===== src/rtl/blk_xlate_pkg.sv =====
package blk_xlate_pkg;
  localparam logic [31:0] EPI_FIELD = 32'hFFFE_0000;
  localparam logic [31:0] LEN_FIELD = 32'h0000_1FFC;
  localparam logic [31:0] PAGE_MASK = 32'hFFFF_F000;
  localparam int unsigned LEN_SHIFT = 15;
  localparam int unsigned SV_BIT    = 1;
  localparam int unsigned US_BIT    = 0;

  typedef struct packed {
    logic        hit;
    logic [31:0] ra;
    logic [2:0]  perm;
  } xl_res_t;

  // perm = {exec, write, read}
  function automatic logic [2:0] prot_decode(input logic [1:0] pp);
    case (pp)
      2'd0:    return 3'b000;
      2'd2:    return 3'b111;
      default: return 3'b101;
    endcase
  endfunction
endpackage


===== src/rtl/blk_xlate_regs.sv =====
module blk_xlate_regs #(
  parameter int unsigned NUM_ENT = 4,
  parameter int unsigned SLOTS   = 4,
  parameter int unsigned IDXW    = 2
) (
  input  logic                        clk_i,
  input  logic                        rst_ni,
  input  logic                        wr_en_i,
  input  logic                        wr_set_i,
  input  logic [IDXW-1:0]             wr_idx_i,
  input  logic                        wr_hi_i,
  input  logic [31:0]                 wr_data_i,
  input  logic                        fetch_i,
  output logic [SLOTS-1:0][31:0]      up_o,
  output logic [SLOTS-1:0][31:0]      lo_o
);
  localparam logic [IDXW:0] ENT_LIM = (IDXW+1)'(NUM_ENT);

  logic [31:0] up_q [2][SLOTS];
  logic [31:0] lo_q [2][SLOTS];

  for (genvar g = 0; g < 2; g++) begin : g_set
    for (genvar s = 0; s < SLOTS; s++) begin : g_slot
      localparam bit ACTIVE = (s < NUM_ENT);
      logic sel;
      assign sel = ACTIVE && wr_en_i && (wr_set_i == 1'(g)) && (wr_idx_i == IDXW'(s));
      always_ff @(posedge clk_i or negedge rst_ni) begin
        if (!rst_ni) begin
          up_q[g][s] <= '0;
          lo_q[g][s] <= '0;
        end else if (sel) begin
          if (wr_hi_i) up_q[g][s] <= wr_data_i;
          else         lo_q[g][s] <= wr_data_i;
        end
      end
    end
  end

  for (genvar s = 0; s < SLOTS; s++) begin : g_out
    assign up_o[s] = fetch_i ? up_q[1][s] : up_q[0][s];
    assign lo_o[s] = fetch_i ? lo_q[1][s] : lo_q[0][s];
  end


  wr_upper_lands_chk: assert property (@(posedge clk_i) disable iff (!rst_ni)
    (wr_en_i && wr_hi_i && ({1'b0, wr_idx_i} < ENT_LIM))
    |=> (up_q[$past(wr_set_i)][$past(wr_idx_i)] == $past(wr_data_i)));


  wr_lower_lands_chk: assert property (@(posedge clk_i) disable iff (!rst_ni)
    (wr_en_i && !wr_hi_i && ({1'b0, wr_idx_i} < ENT_LIM))
    |=> (lo_q[$past(wr_set_i)][$past(wr_idx_i)] == $past(wr_data_i)));
endmodule


===== src/rtl/blk_xlate_entry.sv =====
module blk_xlate_entry
  import blk_xlate_pkg::*;
(
  input  logic [31:0] up_i,
  input  logic [31:0] lo_i,
  input  logic [31:0] ea_i,
  input  logic        user_i,
  output logic        hit_o,
  output logic [31:0] ra_o,
  output logic [2:0]  perm_o
);
  logic        en;
  logic [31:0] mask;

  assign en     = user_i ? up_i[US_BIT] : up_i[SV_BIT];
  // disabled entry yields an empty mask and cannot hit
  assign mask   = en ? (EPI_FIELD & ~((up_i & LEN_FIELD) << LEN_SHIFT)) : '0;
  assign hit_o  = (mask != '0) && ((ea_i & mask) == (up_i & EPI_FIELD));
  assign ra_o   = ((lo_i & mask) | (ea_i & ~mask)) & PAGE_MASK;
  assign perm_o = prot_decode(lo_i[1:0]);
endmodule


===== src/rtl/blk_xlate_prio.sv =====
module blk_xlate_prio
  import blk_xlate_pkg::*;
#(
  parameter int unsigned SLOTS = 4
) (
  input  logic [SLOTS-1:0]            hit_i,
  input  logic [SLOTS-1:0][31:0]      ra_i,
  input  logic [SLOTS-1:0][2:0]       perm_i,
  output xl_res_t                     res_o
);
  always_comb begin
    logic found;
    found = 1'b0;
    res_o = '0;
    for (int i = 0; i < SLOTS; i++) begin
      if (hit_i[i] && !found) begin
        found      = 1'b1;
        res_o.hit  = 1'b1;
        res_o.ra   = ra_i[i];
        res_o.perm = perm_i[i];
      end
    end
  end
endmodule


===== src/rtl/blk_xlate_top.sv =====
module blk_xlate_top
  import blk_xlate_pkg::*;
#(
  parameter int unsigned NUM_ENT = 4,
  localparam int unsigned SLOTS  = (NUM_ENT == 0) ? 1 : NUM_ENT,
  localparam int unsigned IDXW   = (SLOTS > 1) ? $clog2(SLOTS) : 1
) (
  input  logic            clk_i,
  input  logic            rst_ni,
  input  logic            wr_en_i,
  input  logic            wr_set_i,
  input  logic [IDXW-1:0] wr_idx_i,
  input  logic            wr_hi_i,
  input  logic [31:0]     wr_data_i,
  input  logic            req_i,
  input  logic            req_fetch_i,
  input  logic            req_user_i,
  input  logic [31:0]     ea_i,
  output logic            vld_o,
  output logic            hit_o,
  output logic [31:0]     ra_o,
  output logic [2:0]      perm_o
);
  logic [SLOTS-1:0][31:0] up_sel, lo_sel;
  logic [SLOTS-1:0]       ent_hit;
  logic [SLOTS-1:0][31:0] ent_ra;
  logic [SLOTS-1:0][2:0]  ent_perm;
  xl_res_t                pick, res_q;
  logic                   vld_q;

  blk_xlate_regs #(.NUM_ENT(NUM_ENT), .SLOTS(SLOTS), .IDXW(IDXW)) i_regs (
    .clk_i    (clk_i),
    .rst_ni   (rst_ni),
    .wr_en_i  (wr_en_i),
    .wr_set_i (wr_set_i),
    .wr_idx_i (wr_idx_i),
    .wr_hi_i  (wr_hi_i),
    .wr_data_i(wr_data_i),
    .fetch_i  (req_fetch_i),
    .up_o     (up_sel),
    .lo_o     (lo_sel)
  );

  for (genvar s = 0; s < SLOTS; s++) begin : g_ent
    if (s < NUM_ENT) begin : g_live
      blk_xlate_entry i_entry (
        .up_i  (up_sel[s]),
        .lo_i  (lo_sel[s]),
        .ea_i  (ea_i),
        .user_i(req_user_i),
        .hit_o (ent_hit[s]),
        .ra_o  (ent_ra[s]),
        .perm_o(ent_perm[s])
      );
    end else begin : g_none
      assign ent_hit[s]  = 1'b0;
      assign ent_ra[s]   = '0;
      assign ent_perm[s] = '0;
    end
  end

  blk_xlate_prio #(.SLOTS(SLOTS)) i_prio (
    .hit_i (ent_hit),
    .ra_i  (ent_ra),
    .perm_i(ent_perm),
    .res_o (pick)
  );

  always_ff @(posedge clk_i or negedge rst_ni) begin
    if (!rst_ni) begin
      vld_q <= 1'b0;
      res_q <= '0;
    end else begin
      vld_q <= req_i;
      if (req_i) res_q <= pick;
    end
  end

  assign vld_o  = vld_q;
  assign hit_o  = res_q.hit;
  assign ra_o   = res_q.ra;
  assign perm_o = res_q.perm;


  vld_after_req_chk: assert property (@(posedge clk_i) disable iff (!rst_ni)
    req_i |=> vld_o);


  vld_idle_chk: assert property (@(posedge clk_i) disable iff (!rst_ni)
    !req_i |=> !vld_o);


  hold_idle_chk: assert property (@(posedge clk_i) disable iff (!rst_ni)
    !req_i |=> ($stable(hit_o) && $stable(ra_o) && $stable(perm_o)));


  miss_zero_chk: assert property (@(posedge clk_i) disable iff (!rst_ni)
    !hit_o |-> (ra_o == '0 && perm_o == '0));


  page_align_chk: assert property (@(posedge clk_i) disable iff (!rst_ni)
    ra_o[11:0] == 12'h000);


  perm_shape_chk: assert property (@(posedge clk_i) disable iff (!rst_ni)
    (perm_o != 3'b000) |-> (perm_o[0] && perm_o[2]));
endmodule


===== config.mk =====
export PLATFORM = sky130hd
export DESIGN_NAME = blk_xlate_top
export DESIGN_NICKNAME = d
export VERILOG_FILES = /design/src/rtl/blk_xlate_pkg.sv /design/src/rtl/blk_xlate_regs.sv /design/src/rtl/blk_xlate_entry.sv /design/src/rtl/blk_xlate_prio.sv /design/src/rtl/blk_xlate_top.sv
export SDC_FILE = /design/constraint.sdc
export NUM_CORES = 1
export LEC_CHECK = 0
export CORE_MARGIN = 3
export CORE_UTILIZATION = 25
export DETAILED_ROUTE_END_ITERATION = 12
export GPL_TIMING_DRIVEN = 0
export HOLD_SLACK_MARGIN = 0.06
export SLEW_MARGIN = 30
export SYNTH_ARGS = -nofsm -noshare
export SYNTH_HDL_FRONTEND = slang
export SYNTH_SLANG_ARGS = --single-unit

===== constraint.sdc =====
create_clock -name clk_i -period 3.95 [get_ports clk_i]
set_clock_uncertainty 0.05 [all_clocks]
set_input_delay 0.9875 -clock clk_i [delete_from_list [all_inputs] [get_ports clk_i]]
set_output_delay 0.9875 -clock clk_i [all_outputs]
set_load 0.005 [all_outputs]

== Word level (Yosys, flattened, before mapping) ==
Cells that the tools add are included.

* Flip-flop bits (word level): 549
* Logic and storage cells: 129

* Bitwise gates (word level): 26
* Muxes and demuxes: 27
* Reduce and logical (&&, ||, !) cells: 45
* Equal/unequal tests: 11

{| class="wikitable"
|+ Operators by type and width
! kind !! count
|-
| AND 32 bit || 12
|-
| 2-to-1 mux 32 bit || 12
|-
| 2-to-1 mux 36 bit || 4
|-
| equality test 32 bit || 4
|-
| inverter 28 -> 32 bit || 4
|-
| inverter 32 bit || 4
|-
| OR 32 bit || 4
|-
| nonzero test 32 bit || 4
|-
| AND reduction 2 bit || 16
|-
| case mux 3 bit (2 select lines) || 4
|-
| logical AND 1 bit || 17
|-
| equality test 2 bit (second input constant) || 6
|-
| zero test 2 bit || 5
|-
| 2-to-1 mux 1 bit || 7
|-
| zero test 1 bit || 3
|-
| equality test 2 x 1 -> 1 bit (second input constant) || 1
|-
| inverter 1 bit || 2
|}

== Longest topological paths before layout ==
* Word-level depth: 16
* Depth in mapped cells: 16
* Mapped depth without buffers: 9

== Hierarchy ==
A second synthesis with hierarchy kept.

* Cells, all modules: 1985
* Area, all modules: 27102.2 um^2

{| class="wikitable"
|+ Modules (own cells, without submodules)
! module !! cells each !! times used !! area an instance (um^2)
|-
| blk_xlate_regs || 1417 || 1 || 22077.4
|-
| blk_xlate_entry at g_ent[1].g_live.i_entry ... || 82 || 3 || 654.4
|-
| blk_xlate_top || 77 || 1 || 1515.2
|-
| blk_xlate_prio || 163 || 1 || 908.4
|-
| blk_xlate_entry at g_ent[0].g_live.i_entry || 82 || 1 || 638.1
|}

== Least setup slack after synthesis ==
Ideal clock, no wire load.

* Path type: in2reg
* Start point: in req_user_i
* End point: reg res_q (netlist bit perm_o[0])
* Buffers on the path: 2
* Data arrival time: 3.530 ns
* Slack: 0.292 ns
* Stages on the path: 11
* Data required time: 3.823 ns
* Setup time: 0.077 ns
* Cell sequence: buf_6 mux2i_1 buf_2 nor3_1 o21a_1 xnor2_1 or4_4 or2_1 a211o_1 a311o_1 a21oi_1

* Cells in the longest elaborated chain, start to end: 15

{| class="wikitable"
|+ RTL lines
! item !! RTL line !! source
|-
| start, declared || blk_xlate_top.sv:17 || <nowiki>input logic req_user_i,</nowiki>
|-
| 2-to-1 mux 1 bit || blk_xlate_entry.sv:15 || <nowiki>assign en = user_i ? up_i[US_BIT] : up_i[SV_BIT];</nowiki>
|-
| 2-to-1 mux 32 bit || blk_xlate_entry.sv:17 || <nowiki>assign mask = en ? (EPI_FIELD & ~((up_i & LEN_FIELD) << LEN_SHIFT)) : '0;</nowiki>
|-
| AND 32 bit || blk_xlate_entry.sv:18 || <nowiki>assign hit_o = (mask != '0) && ((ea_i & mask) == (up_i & EPI_FIELD));</nowiki>
|-
| equality test 32 bit || blk_xlate_entry.sv:18 ||
|-
| logical AND 1 bit || blk_xlate_entry.sv:18 ||
|-
| 2-to-1 mux 1 bit || blk_xlate_prio.sv:16 || <nowiki>if (hit_i[i] && !found) begin</nowiki>
|-
| zero test 1 bit || blk_xlate_prio.sv:16 ||
|-
| logical AND 1 bit || blk_xlate_prio.sv:16 ||
|-
| 2-to-1 mux 1 bit || blk_xlate_prio.sv:16 ||
|-
| zero test 1 bit || blk_xlate_prio.sv:16 ||
|-
| logical AND 1 bit || blk_xlate_prio.sv:16 ||
|-
| 2-to-1 mux 1 bit || blk_xlate_prio.sv:16 ||
|-
| zero test 1 bit || blk_xlate_prio.sv:16 ||
|-
| logical AND 1 bit || blk_xlate_prio.sv:16 ||
|-
| 2-to-1 mux 36 bit * || blk_xlate_prio.sv:16 ||
|-
| end signal, assigned || blk_xlate_top.sv:75 || <nowiki>if (req_i) res_q <= pick;</nowiki>
|-
| end, declared || blk_xlate_top.sv:28 || <nowiki>xl_res_t pick, res_q;</nowiki>
|}

Mark *: on every way between the ends. The rest lies on a longest branch, timed or not.
A chain may end at the register's enable or synchronous reset.

== Worst setup path after layout ==
* Start point: in req_fetch_i
* End point: reg res_q (netlist bit ra_o[22])

* Cells in the longest elaborated chain, start to end: 16

{| class="wikitable"
|+ RTL lines
! item !! RTL line !! source
|-
| start, declared || blk_xlate_top.sv:16 || <nowiki>input logic req_fetch_i,</nowiki>
|-
| 2-to-1 mux 32 bit || blk_xlate_regs.sv:40 || <nowiki>assign up_o[s] = fetch_i ? up_q[1][s] : up_q[0][s];</nowiki>
|-
| 2-to-1 mux 1 bit / inverter 28 -> 32 bit (equally long branches) || blk_xlate_entry.sv:15, blk_xlate_entry.sv:17 ||
|-
| 2-to-1 mux 32 bit || blk_xlate_entry.sv:17 ||
|-
| AND 32 bit || blk_xlate_entry.sv:18 ||
|-
| equality test 32 bit || blk_xlate_entry.sv:18 ||
|-
| logical AND 1 bit || blk_xlate_entry.sv:18 ||
|-
| 2-to-1 mux 1 bit || blk_xlate_prio.sv:16 ||
|-
| zero test 1 bit || blk_xlate_prio.sv:16 ||
|-
| logical AND 1 bit || blk_xlate_prio.sv:16 ||
|-
| 2-to-1 mux 1 bit || blk_xlate_prio.sv:16 ||
|-
| zero test 1 bit || blk_xlate_prio.sv:16 ||
|-
| logical AND 1 bit || blk_xlate_prio.sv:16 ||
|-
| 2-to-1 mux 1 bit || blk_xlate_prio.sv:16 ||
|-
| zero test 1 bit || blk_xlate_prio.sv:16 ||
|-
| logical AND 1 bit || blk_xlate_prio.sv:16 ||
|-
| 2-to-1 mux 36 bit * || blk_xlate_prio.sv:16 ||
|}

Marked as above.

==> summary.md <==
| Metric | Value |
|---|---|
| Outcome | finished, violations left |
| Failing checks | setup timing |
| Number of nets in the final layout | 1822 |
| Pwr Density | between 500 and 600 mW/mm^2 |
| Core Util, Final | 0.310 |
| Worst path cell trace | clkdlybuf4s15_2, buf_12, buf_12, buf_12, buf_12, mux2i_4, o22ai_4, a2111oi_4, nand4_1, buf_4, nor2_4, a211oi_4, buf_6, a221oi_1, a211o_1, nand3_1 |
| Max Slew Vio Count | 0 |
| CP max stage delay | 540 ps |
| Post-synth EDFFs | 0 |
| Final setup viols | 2 |
| Critical path arrival | 4370 ps |
| Final ANT Viol Nets | 0 |
| Die height | 284 um |
| DP HPWL | 53.5 mm |
| Width of the die | 284 um |
| Largest net degree at the start of global routing | between 80 and 90 |
| DR WL/cell | 25.7 um |
| Synth Flop Type | dfrtp_1 |
| CTS Sinks | 384 |
| Maximum root-to-sink buffer count | 3 |
| Clk_lat worst skew | about 580 ps |
| Total power | 12.5 mW |
| Yosys warns | 0 |
| Hold buffer count at CTS | 0 |
| Clk slew on worst S/H paths | 60 ps |
| Root Buffer | clkbuf_16 |
| TritonCTS clock tree | built |
| Worst path most repeated cell | buf_12 |
| I/O pin cnt | 111 |
| Gr ovfl total | 0 |
| Max-cap violations | 0 |
| CTS Buf Count | between 40 and 50 |
| Residual DRC | 0 |
| Core area | 0.0762 sq mm |
| Fin crit share | 1.01 |
| First-pass GRT wire length | 104 mm |
| Syn_area_per_cell | 12.1 sq um |
| CP endpoint kind | flip-flop |
| Synth top area share | 0.497 |
| Vias in the first global route | approximately 15000 |
| Worst vdd ir | 0.242 mV |
| Synthesized area | 0.0193 sq mm |
| Top cells by area, synth | dfrtp_1 50%, mux2_2 22%, mux2i_1 5.8% |
| Sequential share of the synthesized area | 0.497 |
| Synth cell types | 76 |
| Crit Path Class | in2reg |
| Synthesized flop and latch total | 384 |
| Cell with the largest stage delay on the worst path | a221oi_1 |
| Ys async rst share | 1.00 |
| R2R Setup Slk | between 300 and 400 ps |
| Htree depth | 2 |
| Top-count cell post-synth | dfrtp_1 |
| Mapped Cells | 1599 |
| Worst setup SP type | input pin |
| DR pass1 iterations | 6 |
| Final WL | 72.2 mm |
| 1st-iter DRT viols | 1366 |
| DIE AREA | between 0.08 and 0.09 sq mm |
| Initial core utilization | 0.254 |
| Worst slew pin tran | about 990 ps |
| Post-place setup slack | -2050 ps |
| Fmax | 0.251 GHz |
| Leading area contributor after synthesis | dfrtp_1 |
| Hold crit path type | in2async |
| PortBufs | 74 |
| CP top delay family | compound AO/OA/AOI/OAI gates |
| Slew margin rel. | 0.338 |
| Leakage | 9.72 nW |
| Worst Setup Slack, final | -32.3 ps |
| Row cnt | 101 |
| Area Growth Syn to Fin | 22.4% |
| GRT Total Usage | 0.174 |
| Via density | about 5.2 |
| Critical-path maximum fanout | 10 |
| Commonest cells post-synth | 384 x dfrtp_1, 370 x mux2_2, 112 x mux2i_1, 73 x nand2_1, 69 x clkbuf_1 |
| Initial antenna violation count | 5 |
| Share of layout cells above drive strength 1 | 0.334 |
| Via Count | 14600 |
| Final hold violations | 0 |
| GP Congestion | 0.939 |
| Fin crit period | 3980 ps |
| CP bufs+invs | 7 |
| CP required | approximately 4300 ps |
## metrics by stage
stage | hold WS [ps] | area [sq um] | cells | TNS (ps)
after CTS | 342 | 23400 | 2807 | 0
after global routing | 366 | 23600 | 2811 | -95.9
final | 316 | 23600 | 2815 | -57.6
after global placement | 419 | 21400 | 2714 | -5697500
after detailed placement | 423 | 21600 | 2723 | -46040
after floorplan | 420 | 19400 | 1610 | 0
## placed cells by master, fill, tap and decap left out, types with 10 or more instances in the layout
master,count
a21oi_1,35
buf_4,39
buf_6,12
clkbuf_1,71
clkbuf_16,43
clkbuf_8,10
clkdlybuf4s50_1,68
conb_1,12
dfrtp_1,384
inv_1,15
mux2_2,370
mux2i_1,98
nand2_1,73
nand2b_1,16
nand3_1,18
nor2_1,53
nor3_1,51
nor4_1,13
o211ai_1,10
o21a_1,16
o21ai_0,38
o22ai_1,24
xnor2_1,22
xor2_1,18
## logic make-up (layout without fill, tap and decap cells)
group	after synthesis	after routing	synth area share
other	1	16	0.000194
flip-flops	384	384	0.497
XOR/XNOR	40	40	0.0181
multiplexers	485	485	0.277
AND/OR/NAND/NOR	317	317	0.0863
buffers and inverters	139	310	0.0350
AO/OA/AOI/OAI	233	233	0.0863
## sequential cells by signal, indices dropped and copies added, names as in the netlist
register	cells
hit_o	1
ra_o	20
perm_o	2
vld_o	1
i_regs.up_q	224
i_regs.lo_q	136
## worst reg2reg max path, cell delays in order, from the launching register on
cell,delay [ps]
dfrtp_1,400
mux2i_2,400
buf_2,380
nor4_1,110
o21ai_1,320
nor4b_1,350
and4_4,370
a211oi_4,110
buf_6,180
a221oi_1,550
a211o_1,180
nand3_1,80
## repair_timing
| action | in CTS | in global routing |
|---|---|---|
| pin swaps | 5 | 5 |
| setup buffers | 7 | 6 |
| setup endpoints to repair | 23 | 23 |
| hold endpoints to repair | 0 | 0 |
| resized for setup | 94 | 38 |
| cloned | 0 | 0 |
## where the power goes
group	leakage, nW	switching [mW]	total, mW	internal (mW)
registers	4.74	0.561	5.36	4.80
logic	4.28	1.64	3.03	1.39
clock network	0.701	1.65	4.12	2.46
## layout make-up
class	count	area, sq um
antenna	4	10.0
multi-input combinational	1087	9470
tap	1030	1290
sequential	384	9610
clock inverter	10	161
inverter	18	75.1
clock buffer	68	1270
fill	7657	52600
buffer	118	752
timing repair buffer	96	1000
## metal layers
metal  GRT usage  wire [um]
met1       0.233      30500
met3      0.0369       5880
met2       0.274      32600
met4      0.0742       3240
met5           0          0
## final timing paths
| path | endpoint | cells past startpoint | startpoint |
|---|---|---|---|
| setup / recovery | ra_o[22] | 16 | req_fetch_i |
| max in group asynchronous | i_regs.lo_q[30] | 5 | rst_ni |
| setup reg to reg | ra_o[22] | 11 | i_regs.up_q[192] |
| hold reg to reg | ra_o[31] | 1 | ra_o[31] |
| min in group clk_i | ra_o[31] | 1 | ra_o[31] |
| hold / removal | i_regs.up_q[193] | 1 | rst_ni |
Note: power is estimated with default switching activity, not from simulation.
